$ cat src/rtl/ctxp_pkg.sv
// Package: shared sizes for the context propagation engine.
// Assumes: the setup immediate is narrower than the schedule register.
package ctxp_pkg;
    parameter int unsigned CTX_W   = 32;
    parameter int unsigned SLOT_N  = 7;
    parameter int unsigned SCHED_W = 40;
    parameter int unsigned IMM_W   = 21;
    parameter int unsigned TYPE_W  = 5;
    parameter int unsigned KIND_W  = 3;
    parameter int unsigned IDX_W   = 3;
    localparam int unsigned OFF_W  = $clog2(SCHED_W + 1);
    localparam int unsigned CNT_W  = $clog2(IMM_W);
    localparam logic [KIND_W-1:0] KIND_RM = '0;
endpackage

$ cat src/rtl/ctxp_imm_decode.sv
// Module: ctxp_imm_decode
// Turns a marker-terminated immediate into right-aligned schedule bits
// and a bit count. The lowest set bit is the marker; the bits above it
// are the schedule, and the one just above the marker applies first.
// Assumes: a zero immediate means "append nothing".
module ctxp_imm_decode #(
    parameter int unsigned IMM_W = 21,
    parameter int unsigned CNT_W = 5
) (
    input  logic [IMM_W-1:0] imm_i,
    output logic [IMM_W-1:0] bits_o,
    output logic [CNT_W-1:0] cnt_o
);
    // Locate the marker and align the schedule bits to bit 0.
    always_comb begin
        int unsigned mark;
        logic        found;
        mark  = 0;
        found = 1'b0;
        for (int i = IMM_W - 1; i >= 0; i--) begin
            if (imm_i[i]) begin
                mark  = i;
                found = 1'b1;
            end
        end
        if (found) begin
            cnt_o  = CNT_W'(IMM_W - 1 - mark);
            bits_o = imm_i >> (mark + 1);
        end else begin
            cnt_o  = '0;
            bits_o = '0;
        end
    end
endmodule

$ cat src/rtl/ctxp_slot.sv
// Module: ctxp_slot
// One context slot: a context word, a schedule shift register and its
// fill offset. A step shifts first; a write then appends at the
// shifted offset, truncating at the register top.
// Assumes: wr_bits_i is zero above wr_cnt_i.
module ctxp_slot #(
    parameter int unsigned CTX_W   = 32,
    parameter int unsigned SCHED_W = 40,
    parameter int unsigned IMM_W   = 21,
    parameter int unsigned OFF_W   = 6,
    parameter int unsigned CNT_W   = 5
) (
    input  logic               clk,
    input  logic               rst_n,
    input  logic               step_i,
    input  logic               wr_i,
    input  logic [CTX_W-1:0]   wr_ctx_i,
    input  logic [IMM_W-1:0]   wr_bits_i,
    input  logic [CNT_W-1:0]   wr_cnt_i,
    output logic [CTX_W-1:0]   ctx_o,
    output logic               sel_o,
    output logic               ovf_o
);
    localparam int unsigned SUM_W  = OFF_W + 1;
    localparam int unsigned WIDE_W = SCHED_W + IMM_W;
    localparam logic [SUM_W-1:0] LIMIT = SUM_W'(SCHED_W);

    logic [CTX_W-1:0]   ctx_q, ctx_d;
    logic [SCHED_W-1:0] sched_q, sched_d, sched_sh;
    logic [OFF_W-1:0]   off_q, off_d, off_sh;
    logic [WIDE_W-1:0]  placed;
    logic [SUM_W-1:0]   sum;

    // Shift-then-append next-state computation.
    always_comb begin
        off_sh   = (step_i && off_q != '0) ? off_q - 1'b1 : off_q;
        sched_sh = step_i ? (sched_q >> 1) : sched_q;
        placed   = {{SCHED_W{1'b0}}, wr_bits_i} << off_sh;
        sum      = {1'b0, off_sh} + SUM_W'(wr_cnt_i);
        ovf_o    = wr_i && (sum > LIMIT);
        ctx_d    = ctx_q;
        sched_d  = sched_sh;
        off_d    = off_sh;
        if (wr_i) begin
            ctx_d   = wr_ctx_i;
            sched_d = sched_sh | placed[SCHED_W-1:0];
            off_d   = ovf_o ? OFF_W'(SCHED_W) : sum[OFF_W-1:0];
        end
    end

    // Slot state registers with synchronous reset.
    always_ff @(posedge clk) begin
        if (!rst_n) begin
            ctx_q   <= '0;
            sched_q <= '0;
            off_q   <= '0;
        end else begin
            ctx_q   <= ctx_d;
            sched_q <= sched_d;
            off_q   <= off_d;
        end
    end

    assign ctx_o = ctx_q;
    assign sel_o = sched_q[0];


    off_limit_chk: assert property (@(posedge clk) disable iff (!rst_n)
        off_q <= OFF_W'(SCHED_W));

    clean_above_fill_chk: assert property (@(posedge clk) disable iff (!rst_n)
        (sched_q >> off_q) == '0);

    step_drain_chk: assert property (@(posedge clk) disable iff (!rst_n)
        step_i && !wr_i && off_q != '0 |=> off_q == $past(off_q) - 1'b1);

    idle_hold_chk: assert property (@(posedge clk) disable iff (!rst_n)
        !step_i && !wr_i |=> $stable(sched_q) && $stable(ctx_q));
endmodule

$ cat src/rtl/ctxp_merge.sv
// Module: ctxp_merge
// ORs the contexts of all selected slots and flags a type conflict when
// the selected type codes (top TYPE_W bits) are not all equal.
// Assumes: purely combinational; the caller registers the result.
module ctxp_merge #(
    parameter int unsigned SLOT_N = 7,
    parameter int unsigned CTX_W  = 32,
    parameter int unsigned TYPE_W = 5
) (
    input  logic [SLOT_N-1:0]            sel_i,
    input  logic [SLOT_N-1:0][CTX_W-1:0] ctx_i,
    output logic [CTX_W-1:0]             merged_o,
    output logic                         any_o,
    output logic                         conflict_o
);
    logic [TYPE_W-1:0] or_t, and_t;

    // OR-reduce selected contexts; differing type bits show as or != and.
    always_comb begin
        merged_o = '0;
        or_t     = '0;
        and_t    = '1;
        any_o    = 1'b0;
        for (int i = 0; i < SLOT_N; i++) begin
            if (sel_i[i]) begin
                merged_o = merged_o | ctx_i[i];
                or_t     = or_t  | ctx_i[i][CTX_W-1 -: TYPE_W];
                and_t    = and_t & ctx_i[i][CTX_W-1 -: TYPE_W];
                any_o    = 1'b1;
            end
        end
        conflict_o = any_o && (or_t != and_t);
    end
endmodule

$ cat src/rtl/ctx_prop_engine.sv
// Module: ctx_prop_engine
// Top of the context propagation engine: decodes setup commands, keeps
// SLOT_N scheduled context slots, and registers the merged context,
// valid, illegal and overflow flags one cycle after each event.
// Assumes: at most one setup and one step per cycle.
module ctx_prop_engine
    import ctxp_pkg::*;
#(
    parameter int unsigned P_CTX_W   = CTX_W,
    parameter int unsigned P_SLOT_N  = SLOT_N,
    parameter int unsigned P_SCHED_W = SCHED_W,
    parameter int unsigned P_IMM_W   = IMM_W,
    parameter int unsigned P_TYPE_W  = TYPE_W,
    parameter int unsigned P_KIND_W  = KIND_W,
    parameter int unsigned P_IDX_W   = IDX_W
) (
    input  logic                 clk,
    input  logic                 rst_n,
    input  logic                 step_valid,
    input  logic                 setup_valid,
    input  logic [P_KIND_W-1:0]  setup_kind,
    input  logic [P_IDX_W-1:0]   setup_index,
    input  logic [P_CTX_W-1:0]   setup_ctx,
    input  logic [P_IMM_W-1:0]   setup_imm,
    output logic [P_CTX_W-1:0]   merged_ctx,
    output logic                 merged_valid,
    output logic                 illegal,
    output logic                 overflow
);
    localparam int unsigned L_OFF_W = $clog2(P_SCHED_W + 1);
    localparam int unsigned L_CNT_W = $clog2(P_IMM_W);

    logic                              accept;
    logic [P_IMM_W-1:0]                dec_bits;
    logic [L_CNT_W-1:0]                dec_cnt;
    logic [P_SLOT_N-1:0]               slot_wr, slot_sel, slot_ovf;
    logic [P_SLOT_N-1:0][P_CTX_W-1:0]  slot_ctx;
    logic [P_CTX_W-1:0]                mrg_ctx;
    logic                              mrg_any, mrg_conflict;

    // Accept only RM-kind setups aimed at a real slot.
    assign accept = setup_valid && (setup_kind == P_KIND_W'(KIND_RM))
                    && (setup_index != '0);

    ctxp_imm_decode #(.IMM_W(P_IMM_W), .CNT_W(L_CNT_W)) i_dec (
        .imm_i  (setup_imm),
        .bits_o (dec_bits),
        .cnt_o  (dec_cnt)
    );

    for (genvar g = 0; g < P_SLOT_N; g++) begin : g_slot
        assign slot_wr[g] = accept && (setup_index == P_IDX_W'(g + 1));
        ctxp_slot #(
            .CTX_W(P_CTX_W), .SCHED_W(P_SCHED_W), .IMM_W(P_IMM_W),
            .OFF_W(L_OFF_W), .CNT_W(L_CNT_W)
        ) i_slot (
            .clk       (clk),
            .rst_n     (rst_n),
            .step_i    (step_valid),
            .wr_i      (slot_wr[g]),
            .wr_ctx_i  (setup_ctx),
            .wr_bits_i (dec_bits),
            .wr_cnt_i  (dec_cnt),
            .ctx_o     (slot_ctx[g]),
            .sel_o     (slot_sel[g]),
            .ovf_o     (slot_ovf[g])
        );
    end

    ctxp_merge #(.SLOT_N(P_SLOT_N), .CTX_W(P_CTX_W), .TYPE_W(P_TYPE_W)) i_merge (
        .sel_i      (slot_sel),
        .ctx_i      (slot_ctx),
        .merged_o   (mrg_ctx),
        .any_o      (mrg_any),
        .conflict_o (mrg_conflict)
    );

    // Output registers: results appear the cycle after a step or setup.
    always_ff @(posedge clk) begin
        if (!rst_n) begin
            merged_ctx   <= '0;
            merged_valid <= 1'b0;
            illegal      <= 1'b0;
            overflow     <= 1'b0;
        end else begin
            merged_ctx   <= step_valid ? mrg_ctx : '0;
            merged_valid <= step_valid && mrg_any;
            illegal      <= step_valid && mrg_conflict;
            overflow     <= |slot_ovf;
        end
    end


    conflict_pair_chk: assert property (@(posedge clk) disable iff (!rst_n)
        mrg_conflict |-> $countones(slot_sel) >= 2);

    illegal_valid_chk: assert property (@(posedge clk) disable iff (!rst_n)
        illegal |-> merged_valid);

    idle_quiet_chk: assert property (@(posedge clk) disable iff (!rst_n)
        !step_valid |=> !merged_valid && merged_ctx == '0 && !illegal);

    no_overflow_chk: assert property (@(posedge clk) disable iff (!rst_n)
        !accept |=> !overflow);

    one_writer_chk: assert property (@(posedge clk) disable iff (!rst_n)
        $onehot0(slot_wr));
endmodule

$ cat config.mk
export PLATFORM = sky130hd
export DESIGN_NAME = ctx_prop_engine
export DESIGN_NICKNAME = d
export VERILOG_FILES = /design/src/rtl/ctxp_pkg.sv /design/src/rtl/ctxp_imm_decode.sv /design/src/rtl/ctxp_slot.sv /design/src/rtl/ctxp_merge.sv /design/src/rtl/ctx_prop_engine.sv
export SDC_FILE = /design/constraint.sdc
export NUM_CORES = 2
export LEC_CHECK = 0
export BUFFER_PORTS_ARGS = -buffer_cell sky130_fd_sc_hd__buf_2
export CAP_MARGIN = 20
export CORE_ASPECT_RATIO = 1.5
export CORE_MARGIN = 4
export CORE_UTILIZATION = 45
export DETAILED_ROUTE_END_ITERATION = 8
export PLACE_DENSITY = 0.62
export SYNTH_ARGS = -nofsm -noshare
export SYNTH_HDL_FRONTEND = slang
export SYNTH_SLANG_ARGS = --single-unit
$ cat constraint.sdc
create_clock -name clk -period 9.1 [get_ports clk]
set_input_delay 0.455 -clock clk [delete_from_list [all_inputs] [get_ports clk]]
set_output_delay 0.455 -clock clk [all_outputs]
set_load 0.02 [all_outputs]
---- After elaboration in Yosys (flattened, before gate mapping) ----
Index checks and enable logic that the tools add are counted.
cells by class
  equal/unequal tests ..................... 8
  bitwise logic cells ..................... 25
  $lt $le $gt $ge ......................... 7
  muxes and demuxes ....................... 107
  reductions and logical operators ........ 37
  shift-type cells ........................ 8
  add/subtract/negate cells ............... 16
operator list
  operator                                                        count
  2-to-1 mux 40 bit                                               14
  OR 40 bit                                                       7
  left shift 21 x 6 -> 40 bit                                     7
  2-to-1 mux 32 bit                                               7
  OR 32 bit                                                       6
  2-to-1 mux 5 bit                                                36
  2-to-1 mux 6 bit                                                21
  adder 6 x 5 -> 7 bit                                            7
  greater-than comparator 7 x 6 -> 1 bit (second input constant)  7
  nonzero test 6 bit                                              7
  subtractor 6 x 1 -> 6 bit (second input constant)               7
  >> shifter 21 x 32 -> 21 bit                                    1
  AND 5 bit                                                       6
  OR 5 bit                                                        6
  2-to-1 mux 1 bit                                                28
  logical AND 1 bit                                               26
  2-to-1 mux 21 bit                                               1
  == test 3 bit (second input constant)                           4
  OR reduction 7 bit                                              1
  adder 5 x 1 -> 6 bit (second input constant)                    1
  == test 3 x 2 -> 1 bit (second input constant)                  2
  inequality test 5 bit                                           1
  subtractor 5 bit (first input constant)                         1
  == test 3 x 1 -> 1 bit (second input constant)                  1
  other kinds (3)                                                 3
word-level totals
  output and inout bits ................... 35
  logic and storage cells ................. 233
  input port bits ......................... 63
  flip-flop bits (word level) ............. 581

---- Depth between registers and ports, before layout ----
  depth in word-level cells ............... 28
  depth in mapped cells ................... 23
  mapped depth without buffers ............ 20

---- Modules after synthesis ----
Synthesis repeated with hierarchy kept, for this count alone.
unflattened totals
  cell total of the unflattened synthesis .. 5,673
  area, all modules ....................... 46,393.2 um^2
by module, submodules not included
  module           area each (um^2)  cells each  instances  seq. area each (um^2)
  ctxp_slot        6,083.3           742         7          1,561.5
  ctxp_imm_decode  1,477.7           201         1          0.0
  ctxp_merge       1,292.5           188         1          0.0
  ctx_prop_engine  1,039.7           90          1          700.7

---- Least setup slack after synthesis ----
Ideal clock, no wire load.
  path type ............................... input -> register
  start ................................... input setup_imm[6]
  end ..................................... register g_slot[4].i_slot.off_q[4]
  stages .................................. 21
  path slack .............................. 3.994 ns
  arrival time ............................ 4.969 ns
  data required time ...................... 8.963 ns
  buffers on the path ..................... 4
  setup time .............................. 0.137 ns
  path through ............................ buf_6 or3_1 buf_2 a2111o_1 buf_6 nand2_4 buf_6 inv_2 ha_1 xnor2_1 a21oi_1 ha_1 nand2b_1 nor4_1 a2111oi_0 and3_1 mux2_2 or3_1 or2_2 nand2_1 a211oi_1
on the way
  cells in the longest elaborated chain, start to end .. 14
RTL lines
  item                                    RTL line               RTL
  start: declaration                      ctx_prop_engine.sv:24  input logic [P_IMM_W-1:0] setup_imm,
  2-to-1 mux 5 bit (7 in a row)           ctxp_imm_decode.sv:21  if (imm_i[i]) begin
  subtractor 5 bit                        ctxp_imm_decode.sv:27  cnt_o = CNT_W'(IMM_W - 1 - mark);
  2-to-1 mux 5 bit *                      ctxp_imm_decode.sv:26  if (found) begin
  adder 6 x 5 -> 7 bit *                  ctxp_slot.sv:39        sum = {1'b0, off_sh} + SUM_W'(wr_cnt_i);
  greater-than comparator 7 x 6 -> 1 bit  ctxp_slot.sv:40        ovf_o = wr_i && (sum > LIMIT);
  logical AND 1 bit                       ctxp_slot.sv:40
  2-to-1 mux 6 bit *                      ctxp_slot.sv:47        off_d = ovf_o ? OFF_W'(SCHED_W) : sum[OFF_W-1:0];
  2-to-1 mux 6 bit *                      ctxp_slot.sv:44        if (wr_i) begin
  end signal: assignment                  ctxp_slot.sv:56        off_q <= '0;
  end signal: assignment                  ctxp_slot.sv:60        off_q <= off_d;
  end: declaration                        ctxp_slot.sv:30        logic [OFF_W-1:0] off_q, off_d, off_sh;
Every way passes the cells marked *; elsewhere a longest branch is shown, timed or not.
A chain may end at the register's enable or synchronous reset.

---- Worst setup path in the final report ----
  start ................................... input setup_imm[19]
  end ..................................... register overflow
on the way
  cells in the longest elaborated chain, start to end .. 26
RTL lines
  item                                    RTL line               RTL
  2-to-1 mux 5 bit (20 in a row)          ctxp_imm_decode.sv:21
  subtractor 5 bit                        ctxp_imm_decode.sv:27
  2-to-1 mux 5 bit *                      ctxp_imm_decode.sv:26
  adder 6 x 5 -> 7 bit                    ctxp_slot.sv:39
  greater-than comparator 7 x 6 -> 1 bit  ctxp_slot.sv:40
  logical AND 1 bit                       ctxp_slot.sv:40
  OR reduction 7 bit *                    ctx_prop_engine.sv:89  overflow <= |slot_ovf;
  end signal: assignment                  ctx_prop_engine.sv:89
  end: declaration                        ctx_prop_engine.sv:28  output logic overflow
Marked as above.

==> summary.txt <==
Run status
  • Status: finished clean

Clocking
  • Root buffer cell: clkbuf_16
  • CTS tree: done
  • H-tree depth: 2
  • Post-CTS Hold Fix Bufs: 0
  • Clock-pin slew on the worst setup and hold paths: 0.07 ns
  • Max Root-Sink Buffers: 3
  • Num CTS Buffers: 57
  • Post-CTS resize count: 0
  • Setup bufs post-CTS: 0
  • # clock sinks: 581
  • Worst skew pair latency: 0.67 ns

Setup path
  • CP required: 9.66 ns
  • CP arrival: 6.89 ns
  • CP max FO: 14
  • Slowest-stage cell, CP: nor2_1
  • WP buf/inv: 4
  • Critical Path End Type: flop
  • CP cell instances: buf_2 > nor2_1 > o311ai_2 > a21oi_1 > buf_4 > nor2_1 > inv_2 > ha_1 > nand2_1 > inv_1 > ha_1 > a21o_1 > a21oi_1 > nor2_1 > nand2_1 > mux2i_1 > nor4_1 > a221o_1 > or3_1 > or2_2 > o21ai_0 > o41a_1
  • Most frequent CP cell: nor2_1
  • Crit path kind: input port to flop
  • Worst setup SP type: input port
  • Crit path max-delay family: simple AND/OR/NAND/NOR gates
  • Largest stage delay, worst path: 0.60 ns

Global route
  • Largest net degree at the start of global routing: 190
  • First-pass GRT wire length: 257 mm
  • Vias in the first global route: 41016
  • Initial antenna violation count: 8
  • All-Layer GR Usage: 0.351
  • Grt total ovfl: 0

Pwr
  • Comb pwr share: 0.708
  • Peak VDD IR: 0.267 mV
  • Total power: 18.4 mW
  • Sw frac: 0.569
  • Internal: 7.91 mW
  • Clock network power share: 0.142
  • Pwr/cell area: 423 nW/um2
  • Switch Pwr: 10.5 mW
  • Pleak: 15.5 nW
  • Sequential power share: 0.149

Synthesis
  • Area share of the largest cell type after synthesis: 0.292
  • Number of synthesized flops with an enable pin: 0
  • Main flop type after synthesis: dfxtp_1
  • Post-synth ARST share: 0
  • Dominant cell type by area after synthesis: dfxtp_1
  • Synth warn: 0
  • Syn_nets: 5310
  • Synthesized cell area: 39900 um2
  • Count of cell types in the netlist: 119
  • Sequential area share after synthesis: 0.292
  • Syn Inst Count: 5190
  • Synthesized area per cell: 7.68 um2
  • Ranking of synthesized cells by area: dfxtp_1 (29%), nand2_1 (7.9%), mux2i_1 (7.6%), a21oi_1 (5.7%), nor2_1 (3.4%)
  • Flops & latches, synth: 581

STA
  • Max Clock Freq: 158 MHz
  • Minimum clock period: 6.33 ns
  • Least-Margin Pin Slew: 1.22 ns
  • TNS Setup: 0 ns
  • Final WS setup: 2.77 ns
  • Final hold vios: 0
  • Final setup fails: 0
  • RSZ-0062 raised after global routing: no
  • Max-slew violation count: 0
  • Final period util: 0.696
  • Min Hold Slack: 0.0924 ns
  • Worst clock skew: 0.0233 ns
  • Relative slew margins: 0.184

Floorplanning
  • Rows: 133
  • Die Wd: 251 um
  • IO Pins: 98
  • Die ar.: 93500 um2
  • Die Ht: 372 um
  • Initial Utilization: 0.454
  • Core footprint: 87700 um2

Drt
  • DRT iter0 DRCs: 5916
  • Vias per cell: 6.95
  • Detailed-route wire length per cell: 27.7 um
  • Vias: 43532
  • Routed Antenna Nets: 0
  • DRC: 0
  • Routed WL: 174 mm
  • First drt pass iteration count: 7

Finish
  • Layout cells sized above 1: 0.119
  • Area growth from synthesis to final layout: 9.06%
  • Post-layout util: 0.496
  • Final Non-Filler Cells: 6264
  • Nets: 5188
  • Post-layout instance area: 43500 um2

Place
  • Placed Instances: 6154
  • Final HPWL DP: 118 mm
  • Cell Area, Placed: 41400 um2
  • Routability congestion estimate: 1.02
  • Port bufs: 97
  • Pre-CTS setup slack: 2.39 ns

Job
  • MaxCap Viol Count: 0

Min path
  • Hold crit path type: input port to flop
Yosys cell counts (36+ instances only):
| master | number |
|---|---|
| clkbuf_1 | 346 |
| buf_1 | 36 |
| inv_1 | 69 |
| nor4_1 | 39 |
| nor2_1 | 356 |
| a211oi_1 | 67 |
| o221ai_1 | 42 |
| o22ai_1 | 100 |
| a31oi_1 | 127 |
| buf_2 | 38 |
| o21a_1 | 57 |
| a22oi_1 | 89 |
| a222oi_1 | 36 |
| dfxtp_1 | 581 |
| mux2_2 | 74 |
| a21oi_1 | 450 |
| nand3_1 | 216 |
| o21ai_0 | 200 |
| nand4_1 | 39 |
| ha_1 | 50 |
| mux2i_1 | 301 |
| nand2_1 | 836 |
| o211ai_1 | 128 |
| nor3_1 | 92 |
final cells by class:
| type | instances | area [um2] |
|---|---|---|
| clock buffer | 76 | 1580 |
| sequential | 581 | 11600 |
| antenna | 4 | 10.0 |
| inverter | 87 | 334 |
| fill | 8721 | 44200 |
| clock inverter | 28 | 434 |
| tap | 1147 | 1440 |
| multi-input combinational | 4091 | 26400 |
| timing repair buffer | 250 | 1670 |
cells by family after synthesis:
family,share of synthesized area
AO/OA/AOI/OAI,0.319
AND/OR/NAND/NOR,0.197
flip-flops,0.292
buffers and inverters,0.0515
multiplexers,0.108
adder cells (fa/ha/maj),0.0200
XOR/XNOR,0.0127
routing by layer:
metal  track usage  up-vias  part of all wire
met5             0        -           0.00019
met4         0.254        6             0.091
met3        0.0698      863             0.094
met2         0.574     2682              0.45
met1         0.411    20615              0.36
li1              -    19366                 -
worst min-delay path: stages:
cell and delay, ns:
buf_2 0.14, nand2_1 0.06, a21oi_1 0.05
power groups by stage:
| stage | Clock, mW | Combinational [mW] | Sequential (mW) |
|---|---|---|---|
| 3_5_place_dp | 0 | 12.4 | 2.80 |
| 6_report | 2.61 | 13.0 | 2.74 |
| 3_3_place_gp | 0 | 12.4 | 2.80 |
| 2_1_floorplan | 0 | 8.46 | 2.76 |
| 5_1_grt | 2.73 | 13.6 | 2.75 |
| 4_1_cts | 2.64 | 12.4 | 2.74 |
path summary, 6_finish.rpt:
check                                  start                    endpoint  slack (ns)  cells after the start
hold reg to reg   g_slot[5].i_slot.ctx_o[16]  g_slot[5].i_slot.ctx_o[16]        0.45                      2
hold / removal                  setup_ctx[9]   g_slot[6].i_slot.ctx_o[9]        0.09                      3
setup reg to reg   g_slot[6].i_slot.off_q[0]                    overflow        3.74                     19
setup / recovery               setup_imm[19]                    overflow        2.77                     22
flip-flops by register name, indices dropped and copies added, names as in the netlist:
name / count
g_slot.i_slot.ctx_o: 224
merged_valid: 1
illegal: 1
merged_ctx: 32
g_slot.i_slot.off_q: 42
overflow: 1
g_slot.i_slot.sched_q: 280
cell usage in the layout, fill, tap and decap left out, drive strengths merged, types with 33 or more instances in the layout:
cell type and instances:
a21oi 455, o22ai 105, o21ai 228, mux2i 302, clkbuf 76, o221ai 43, dfxtp 581, nand4 39
nand3 216, inv 82, nand2 839, a211oi 69, o211ai 130, a22oi 90, nor4 44, nor3 97
o2bb2ai 33, a31oi 127, mux2 75, o31ai 34, a222oi 36, nor2 358, buf 250, a221oi 35
ha 50, o21a 57
(Power assumes the default switching activity.)
